File: config.mk
export PLATFORM = sky130hd
export DESIGN_NAME = i2s_tx_serializer
export DESIGN_NICKNAME = d
export VERILOG_FILES = /design/src/rtl/i2s_tx_pkg.sv /design/src/rtl/i2s_clk_div.sv /design/src/rtl/i2s_frame_ctrl.sv /design/src/rtl/i2s_shift.sv /design/src/rtl/i2s_tx_serializer.sv
export SDC_FILE = /design/constraint.sdc
export NUM_CORES = 1
export LEC_CHECK = 0
export BUFFER_PORTS_ARGS = -buffer_cell sky130_fd_sc_hd__buf_2
export CORE_ASPECT_RATIO = 1.4
export CORE_MARGIN = 2
export CORE_UTILIZATION = 55
export CTS_BUF_LIST = sky130_fd_sc_hd__clkbuf_8 sky130_fd_sc_hd__clkbuf_16
export DETAILED_ROUTE_END_ITERATION = 12
export GPL_ROUTABILITY_DRIVEN = 0
export PLACE_DENSITY = 0.76
export SLEW_MARGIN = 20
export SYNTH_ARGS = -nofsm -noshare
export SYNTH_HDL_FRONTEND = slang
export SYNTH_SLANG_ARGS = --single-unit
File: constraint.sdc
create_clock -name clk_i -period 2.6 [get_ports clk_i]
set_input_delay 0.13 -clock clk_i [delete_from_list [all_inputs] [get_ports clk_i]]
set_output_delay 0.13 -clock clk_i [all_outputs]
set_load 0.02 [all_outputs]
File: src/rtl/i2s_tx_pkg.sv
package i2s_tx_pkg;
  typedef enum logic [1:0] {
    ST_IDLE   = 2'd0,
    ST_SILENT = 2'd1,
    ST_DATA   = 2'd2
  } tx_state_e;
endpackage

File: src/rtl/i2s_clk_div.sv
module i2s_clk_div #(
  parameter int RATIO_W = 8
) (
  input  logic               clk_i,
  input  logic               rst_ni,
  input  logic [RATIO_W-1:0] ratio_i,
  output logic               sck_o,
  output logic               fall_o
);
  localparam int CNT_W = RATIO_W + 1;

  logic [CNT_W-1:0] cnt_q, limit;
  logic             sck_q, term;

  assign limit  = CNT_W'(ratio_i) + CNT_W'(1);
  assign term   = cnt_q >= limit;  // >= tolerates a ratio drop mid-count
  assign fall_o = term & sck_q;
  assign sck_o  = sck_q;

  always_ff @(posedge clk_i or negedge rst_ni) begin
    if (!rst_ni) begin
      cnt_q <= '0;
      sck_q <= 1'b0;
    end else if (term) begin
      cnt_q <= '0;
      sck_q <= ~sck_q;
    end else begin
      cnt_q <= cnt_q + CNT_W'(1);
    end
  end

  assert_fall_high_R1: assert property (@(posedge clk_i) disable iff (!rst_ni)
    fall_o |=> !sck_o);
endmodule

File: src/rtl/i2s_frame_ctrl.sv
module i2s_frame_ctrl
  import i2s_tx_pkg::*;
#(
  parameter int RES_W = 6
) (
  input  logic             clk_i,
  input  logic             rst_ni,
  input  logic             fall_i,
  input  logic             tx_en_i,
  input  logic [RES_W-1:0] res_i,
  input  logic             fifo_empty_i,
  output logic             ws_o,
  output logic             fifo_rd_o,
  output logic             underrun_o,
  output logic             sh_load_o,
  output logic             sh_shift_o,
  output logic             sh_clr_o,
  output logic             sh_use_word_o
);
  tx_state_e        state_q;
  logic             chan_q, ws_q, en_q, pend_q;
  logic [RES_W-1:0] pos_q;
  logic             running, slot_start, slot_last, frame_end, en_rise, take_pend, data_st;

  assign running    = state_q != ST_IDLE;
  assign data_st    = state_q == ST_DATA;
  assign slot_start = pos_q == '0;
  assign slot_last  = pos_q == (res_i - RES_W'(1));
  assign frame_end  = running & fall_i & slot_last & chan_q;
  assign en_rise    = tx_en_i & ~en_q;
  assign take_pend  = fall_i & pend_q & (frame_end | ~running);

  assign sh_load_o     = running & fall_i & slot_start;
  assign sh_shift_o    = running & fall_i & ~slot_start;
  assign sh_clr_o      = ~running & fall_i;
  assign fifo_rd_o     = sh_load_o & data_st & ~fifo_empty_i;
  assign underrun_o    = sh_load_o & data_st & fifo_empty_i;
  assign sh_use_word_o = fifo_rd_o;
  assign ws_o          = ws_q;

  always_ff @(posedge clk_i or negedge rst_ni) begin
    if (!rst_ni) begin
      state_q <= ST_IDLE;
      chan_q  <= 1'b0;
      pos_q   <= '0;
      ws_q    <= 1'b0;
      en_q    <= 1'b0;
      pend_q  <= 1'b0;
    end else begin
      en_q   <= tx_en_i;
      pend_q <= en_rise | (pend_q & ~take_pend);
      if (fall_i) begin
        if (!running) begin
          if (pend_q) begin
            state_q <= ST_SILENT;
            chan_q  <= 1'b0;
            pos_q   <= '0;
            ws_q    <= 1'b0;
          end
        end else if (slot_last) begin
          pos_q  <= '0;
          chan_q <= ~chan_q;
          ws_q   <= ~chan_q;  // next slot's channel, set with this LSB
          if (chan_q) begin
            if (pend_q)       state_q <= ST_SILENT;
            else if (tx_en_i) state_q <= ST_DATA;
            else              state_q <= ST_IDLE;
          end
        end else begin
          pos_q <= pos_q + RES_W'(1);
        end
      end
    end
  end

  assert_ws_on_fall_R4: assert property (@(posedge clk_i) disable iff (!rst_ni)
    !$stable(ws_q) |-> $past(fall_i));
  assert_no_read_empty_R6: assert property (@(posedge clk_i) disable iff (!rst_ni)
    fifo_rd_o |-> !fifo_empty_i);
  assert_rd_underrun_excl_R7: assert property (@(posedge clk_i) disable iff (!rst_ni)
    !(fifo_rd_o && underrun_o));
  assert_silent_no_read_R5: assert property (@(posedge clk_i) disable iff (!rst_ni)
    (state_q == ST_SILENT) |-> !fifo_rd_o && !underrun_o);
  assert_idle_ws_low_R8: assert property (@(posedge clk_i) disable iff (!rst_ni)
    (state_q == ST_IDLE) |-> !ws_q && !fifo_rd_o);
endmodule

File: src/rtl/i2s_shift.sv
module i2s_shift #(
  parameter int DATA_W = 32,
  parameter int RES_W  = 6
) (
  input  logic              clk_i,
  input  logic              rst_ni,
  input  logic              load_i,
  input  logic              shift_i,
  input  logic              clr_i,
  input  logic              use_word_i,
  input  logic [DATA_W-1:0] word_i,
  input  logic [RES_W-1:0]  res_i,
  output logic              sd_o
);
  localparam int SH_W = RES_W + 1;

  logic [DATA_W-1:0] sh_q, aligned;
  logic              sd_q;

  // park the low res bits at the top so the MSB leaves first
  assign aligned = use_word_i ? (word_i << (SH_W'(DATA_W) - SH_W'(res_i))) : '0;
  assign sd_o    = sd_q;

  always_ff @(posedge clk_i or negedge rst_ni) begin
    if (!rst_ni) begin
      sh_q <= '0;
      sd_q <= 1'b0;
    end else if (load_i) begin
      sd_q <= aligned[DATA_W-1];
      sh_q <= aligned << 1;
    end else if (shift_i) begin
      sd_q <= sh_q[DATA_W-1];
      sh_q <= sh_q << 1;
    end else if (clr_i) begin
      sd_q <= 1'b0;
      sh_q <= '0;
    end
  end

  assert_sd_on_tick_R4: assert property (@(posedge clk_i) disable iff (!rst_ni)
    !$stable(sd_q) |-> $past(load_i || shift_i || clr_i));
endmodule

File: src/rtl/i2s_tx_serializer.sv
module i2s_tx_serializer #(
  parameter int DATA_W  = 32,
  parameter int RATIO_W = 8,
  parameter int RES_W   = 6
) (
  input  logic               clk_i,
  input  logic               rst_ni,
  input  logic               tx_en_i,
  input  logic [RATIO_W-1:0] ratio_i,
  input  logic [RES_W-1:0]   res_i,
  input  logic               fifo_empty_i,
  input  logic [DATA_W-1:0]  fifo_data_i,
  output logic               fifo_rd_o,
  output logic               sck_o,
  output logic               ws_o,
  output logic               sd_o,
  output logic               underrun_o
);
  logic fall, sh_load, sh_shift, sh_clr, sh_use_word;

  i2s_clk_div #(.RATIO_W(RATIO_W)) u_div (
    .clk_i  (clk_i),
    .rst_ni (rst_ni),
    .ratio_i(ratio_i),
    .sck_o  (sck_o),
    .fall_o (fall)
  );

  i2s_frame_ctrl #(.RES_W(RES_W)) u_ctrl (
    .clk_i        (clk_i),
    .rst_ni       (rst_ni),
    .fall_i       (fall),
    .tx_en_i      (tx_en_i),
    .res_i        (res_i),
    .fifo_empty_i (fifo_empty_i),
    .ws_o         (ws_o),
    .fifo_rd_o    (fifo_rd_o),
    .underrun_o   (underrun_o),
    .sh_load_o    (sh_load),
    .sh_shift_o   (sh_shift),
    .sh_clr_o     (sh_clr),
    .sh_use_word_o(sh_use_word)
  );

  i2s_shift #(.DATA_W(DATA_W), .RES_W(RES_W)) u_shift (
    .clk_i     (clk_i),
    .rst_ni    (rst_ni),
    .load_i    (sh_load),
    .shift_i   (sh_shift),
    .clr_i     (sh_clr),
    .use_word_i(sh_use_word),
    .word_i    (fifo_data_i),
    .res_i     (res_i),
    .sd_o      (sd_o)
  );
endmodule

### After elaboration in Yosys (flattened, before gate mapping)

Cells that the tools add are included.

* register bits after elaboration: 54
* input port bits: 50
* output and inout port bits: 5

* add/subtract/negate cells: 5
* order comparisons: 1
* eq/ne operators: 4
* shift operators: 1
* mux-type cells: 20
* bitwise operators: 23
* reduce and logical (&&, ||, !) cells: 7

Operators with widths (count)
* $mux 32: 4
* $shl 32x7->32: 1
* $mux 6: 3
* $and 1x1->1: 14
* $mux 2: 6
* $add 8x1->9 const B: 1
* $add 9x1->9 const B: 1
* $ge 9x9->1: 1
* $mux 9: 1
* $not 1->1: 7
* $sub 6x6->7 const A: 1
* $add 6x1->6 const B: 1
* $eq 6x6->1: 1
* $logic_not 6->1: 1
* $mux 1: 6
* $sub 6x1->6 const B: 1
* $reduce_and 4->1: 1
* $reduce_bool 2->1: 2
* $reduce_and 3->1: 1
* $reduce_bool 3->1: 1
* $eq 2x2->1 const B: 1
* $ne 2x1->1 const B: 1
* $ne 2x2->1 const B: 1
* $or 1x1->1: 2
* $reduce_and 2->1: 1

### Depth between registers and ports, before layout

* depth in word-level cells: 11
* mapped depth: 14

### Cells and area by module

A second synthesis with hierarchy kept.

* cells, all modules: 506
* area, all modules: 4857.2 sq um

Modules (own cells, without submodules)
* i2s_shift: times used 1, cells each 330, area an instance 3256.9 sq um, seq. area each 800.8 sq um
* i2s_frame_ctrl: times used 1, cells each 94, area an instance 855.8 sq um, seq. area each 275.3 sq um
* i2s_clk_div: times used 1, cells each 82, area an instance 744.5 sq um, seq. area each 250.2 sq um

### Worst setup path before layout

OpenSTA, ideal clock, no wires.

* kind: input to register
* from: input res_i[0]
* to: register u_shift.sh_q[30]
* data arrival time: 2.679 ns
* data required time: 2.465 ns
* setup slack: -0.214 ns
* stages on the path: 12
* buffers on the path: 4
* cell sequence: buf_2 -> buf_6 -> buf_6 -> inv_2 -> ha_1 -> buf_2 -> mux2_2 -> mux4_2 -> nand2b_1 -> a32o_1 -> mux2i_1 -> o31ai_1

* longest elaborated chain between the ends: 4

Ends and longest elaborated chain
* from (decl): line i2s_tx_serializer.sv:10 `input logic [RES_W-1:0] res_i,`
* $sub 6x6->7: line i2s_shift.sv:21 `assign aligned = use_word_i ? (word_i << (SH_W'(DATA_W) - SH_W'(res_i))) : '0;`
* $shl 32x7->32: line i2s_shift.sv:21
* $mux 32: line i2s_shift.sv:21
* $mux 32: line i2s_shift.sv:28 `end else if (load_i) begin`
* to (signal assigned): line i2s_shift.sv:30 `sh_q <= aligned << 1;`
* to (signal assigned): line i2s_shift.sv:33 `sh_q <= sh_q << 1;`
* to (decl): line i2s_shift.sv:17 `logic [DATA_W-1:0] sh_q, aligned;`

Every way passes these cells.
A chain may end at the register's enable or synchronous reset.

### Worst setup path after layout

* from: register u_div.cnt_q[2]
* to: output underrun_o

* longest elaborated chain between the ends: 6

Ends and longest elaborated chain
* from (decl): line i2s_clk_div.sv:12 `logic [CNT_W-1:0] cnt_q, limit;`
* from (signal assigned): line i2s_clk_div.sv:28 `cnt_q <= cnt_q + CNT_W'(1);`
* $ge 9x9->1: line i2s_clk_div.sv:16 `assign term = cnt_q >= limit;`
* $and 1x1->1: line i2s_clk_div.sv:17 `assign fall_o = term & sck_q;`
* $and 1x1->1 (2 in series): line i2s_frame_ctrl.sv:33 `assign sh_load_o = running & fall_i & slot_start;`
* $and 1x1->1 (2 in series): line i2s_frame_ctrl.sv:37 `assign underrun_o = sh_load_o & data_st & fifo_empty_i;`
* to (decl): line i2s_tx_serializer.sv:17 `output logic underrun_o`

Every way passes these cells.

==> impl_metrics.json <==
{
  "yosysUniqueCellTypes": 68,
  "path_clk_slew_ns": 0.07,
  "synth.top_cell.area_share": 0.269,
  "max_freq_ghz": 0.407,
  "cp.arrival_ns": 2.33,
  "ant_nets": 0,
  "hpwl_um": 9860,
  "clk_latency_ns": 0.30,
  "ys_ff_latch": 53,
  "reg2regPathDepth": 8,
  "drive_gt1_frac": 0.244,
  "r2r_end": "u_ctrl.chan_q",
  "setup_tns_ns": 0,
  "cts_tree": "built",
  "syn-num-nets": 616,
  "drcViolationCount": 0,
  "hold_violations": 0,
  "endpoint_kind": "output pin",
  "slew_headroom": 0.559,
  "grt_pass1_vias": 4434,
  "setup_violations": 0,
  "drt-initial-drc-count": 269,
  "hp-start": "fifo_empty_i",
  "final_cell_mix": "nor2_1 (55), buf_2 (54), dfrtp_1 (53)",
  "final_cell_area_um2": 5630,
  "yosys_warnings": 0,
  "die-area_um2": 9740,
  "worstPathRequired_ns": 2.47,
  "critPathTopFamily": "compound AO/OA/AOI/OAI gates",
  "clk_path_buf_depth": 2,
  "grt.overflow.total": 0,
  "wl_per_cell_um": 18.1,
  "cp_slowest_stage_delay_ns": 0.44,
  "nets": 669,
  "grt_pass1_wl_um": 21300,
  "cp_cell_sequence": "ha_1, nand3_1, a21boi_0, o2111ai_1, buf_4, a21bo_2, nor3b_2, buf_2",
  "die_y_um": 116,
  "antenna_found_initial": 0,
  "netlist_area_um2": 4930,
  "hp-class": "input pin to flop",
  "htreeDepth": 2,
  "power.leakage_uw": 0.00242,
  "fin_crit_ns": 2.46,
  "critPathLaunchType": "flop",
  "synth-seq-area-share": 0.269,
  "rsz0062_at_grt": "false",
  "start_util": 0.569,
  "worstSetupPathType": "flop to output pin",
  "post_cts_buffers": 0,
  "die_w_um": 84.0,
  "outcome": "completed",
  "peakVddDrop_mv": 0.531,
  "cp-startpoint": "u_div.cnt_q[2]",
  "reg2reg_from": "u_div.cnt_q[2]",
  "place_area_um2": 5430,
  "avgSynthCellArea_um2": 8.92,
  "rows": 40,
  "max_cap_viol_count": 0,
  "vias": 4531,
  "p_per_area_nw_per_um2": 668,
  "insertedDiodeCount": 0,
  "worst-path-buf-inv": 2,
  "synth_cells": 552,
  "track_usage": 0.272,
  "grt_max_degree": 54,
  "crit_slowest_cell": "dfrtp_1",
  "r2r_setup_slack_ns": 0.23,
  "cts_sinks": 53,
  "cts-root-buf": "clkbuf_16",
  "async_flop_share": 1.00,
  "area_growth_pct": 14.3,
  "synth_ff_type": "dfrtp_1",
  "utilization": 0.650,
  "portBuffers": 54,
  "core_area_um2": 8660,
  "cp.depth": 8,
  "worst_pin_slew_ns": 0.662,
  "pre_cts_ws_ns": 0.00927,
  "slew_violations": 0,
  "cp-endpoint": "underrun_o",
  "drt_first_pass_iters": 7,
  "layout_commonest_cell": "nor2_1",
  "io_pins": 55,
  "yosys.area.top_type": "dfrtp_1",
  "fin_total_pwr_uw": 3760,
  "cts_made_buffers": 5,
  "synth-edff-count": 0,
  "finalCritPeriodShare": 0.945,
  "fin_skew_ns": 0.00532,
  "wirelength_um": 12900,
  "synth_area_leaders": "dfrtp_1 (27%), mux4_2 (8.7%), mux2i_1 (7.9%)",
  "vias_per_cell": 6.37,
  "cp_max_fo": 7,
  "setup_ws_ns": 0.144
}
==> cell type report <==
cell class | instances | area [um^2]
well taps | 105 | 131
multi-input cells | 446 | 3380
inverters | 15 | 56.3
repair buffers | 84 | 563
clock buffers | 6 | 139
flip-flops and latches | 53 | 1330
fillers | 743 | 3030
clock inverters | 2 | 33.8
==> flip-flops by register name (all words and copies together), names as in the netlist <==
name / flops
u_ctrl.pend_q: 1
u_shift.sh_q: 31
u_ctrl.pos_q: 6
u_ctrl.state_q: 2
u_ctrl.chan_q: 1
u_ctrl.en_q: 1
u_div.cnt_q: 9
u_div.sck_o: 1
u_shift.sd_o: 1
==> metrics by stage <==
step	cells	hold slack (ns)
global route	711	0.299
CTS	711	0.248
global placement	701	0.252
detailed placement	701	0.262
finish	711	0.257
floorplan	552	-0.166
==> logic make-up (layout without fill, tap and decap cells) <==
kind of cell    after synthesis  in the layout  share of synthesized area
mux                          81             81                      0.219
fa+ha+maj                    14             14                     0.0356
flops                        53             53                      0.269
compound gates              116            116                      0.161
xor+xnor                     23             23                     0.0452
simple gates                212            212                      0.216
buf+inv                      53            107                     0.0533
==> worst min-delay path by stage <==
stage,to,slack [ns],depth (start not counted)
finish,u_shift.sh_q[3],0.26,4
global route,u_shift.sh_q[3],0.30,4
CTS,u_shift.sh_q[3],0.25,4
detailed placement,u_ctrl.en_q,0.26,1
global placement,u_ctrl.en_q,0.25,1
floorplan,u_ctrl.chan_q,-0.17,0
==> routing by layer <==
layer | vias to the layer above | track usage | share of wire
li1 | 2149 | - | -
met3 | 45 | 0.0313 | 0.043
met4 | 0 | 0.161 | 0.049
met2 | 166 | 0.488 | 0.51
met1 | 2171 | 0.312 | 0.40
met5 | - | 0 | 0
==> repair_timing <==
action	4_1_cts	5_1_grt
setup endpoints to repair	0	2
gates resized for setup	0	3
hold buffers	2	0
hold endpoints to repair	54	0
==> cells in the mapped netlist, types with 9 or more instances <==
master / instances
nand3_1: 33
a21oi_1: 19
ha_1: 14
nand2_1: 48
mux2_2: 21
xor2_1: 13
a31oi_1: 14
buf_2: 9
dfrtp_1: 53
mux2i_1: 39
clkbuf_1: 19
nor2_1: 56
mux4_2: 19
inv_1: 14
and2_1: 18
nand4_1: 13
o21ai_0: 20
==> tightest hold or removal path, cell delays in order <==
cell and delay (ns):
buf_2 0.14, nor4_4 0.09, nand4_1 0.09, a31oi_1 0.07
==> report_power, final <==
| group | internal [uW] | switching, uW |
|---|---|---|
| Clock | 478 | 297 |
| Combinational | 754 | 911 |
| Sequential | 1080 | 235 |
| Total | 2320 | 1440 |
No activity file was read; power rests on OpenSTA's default activity.
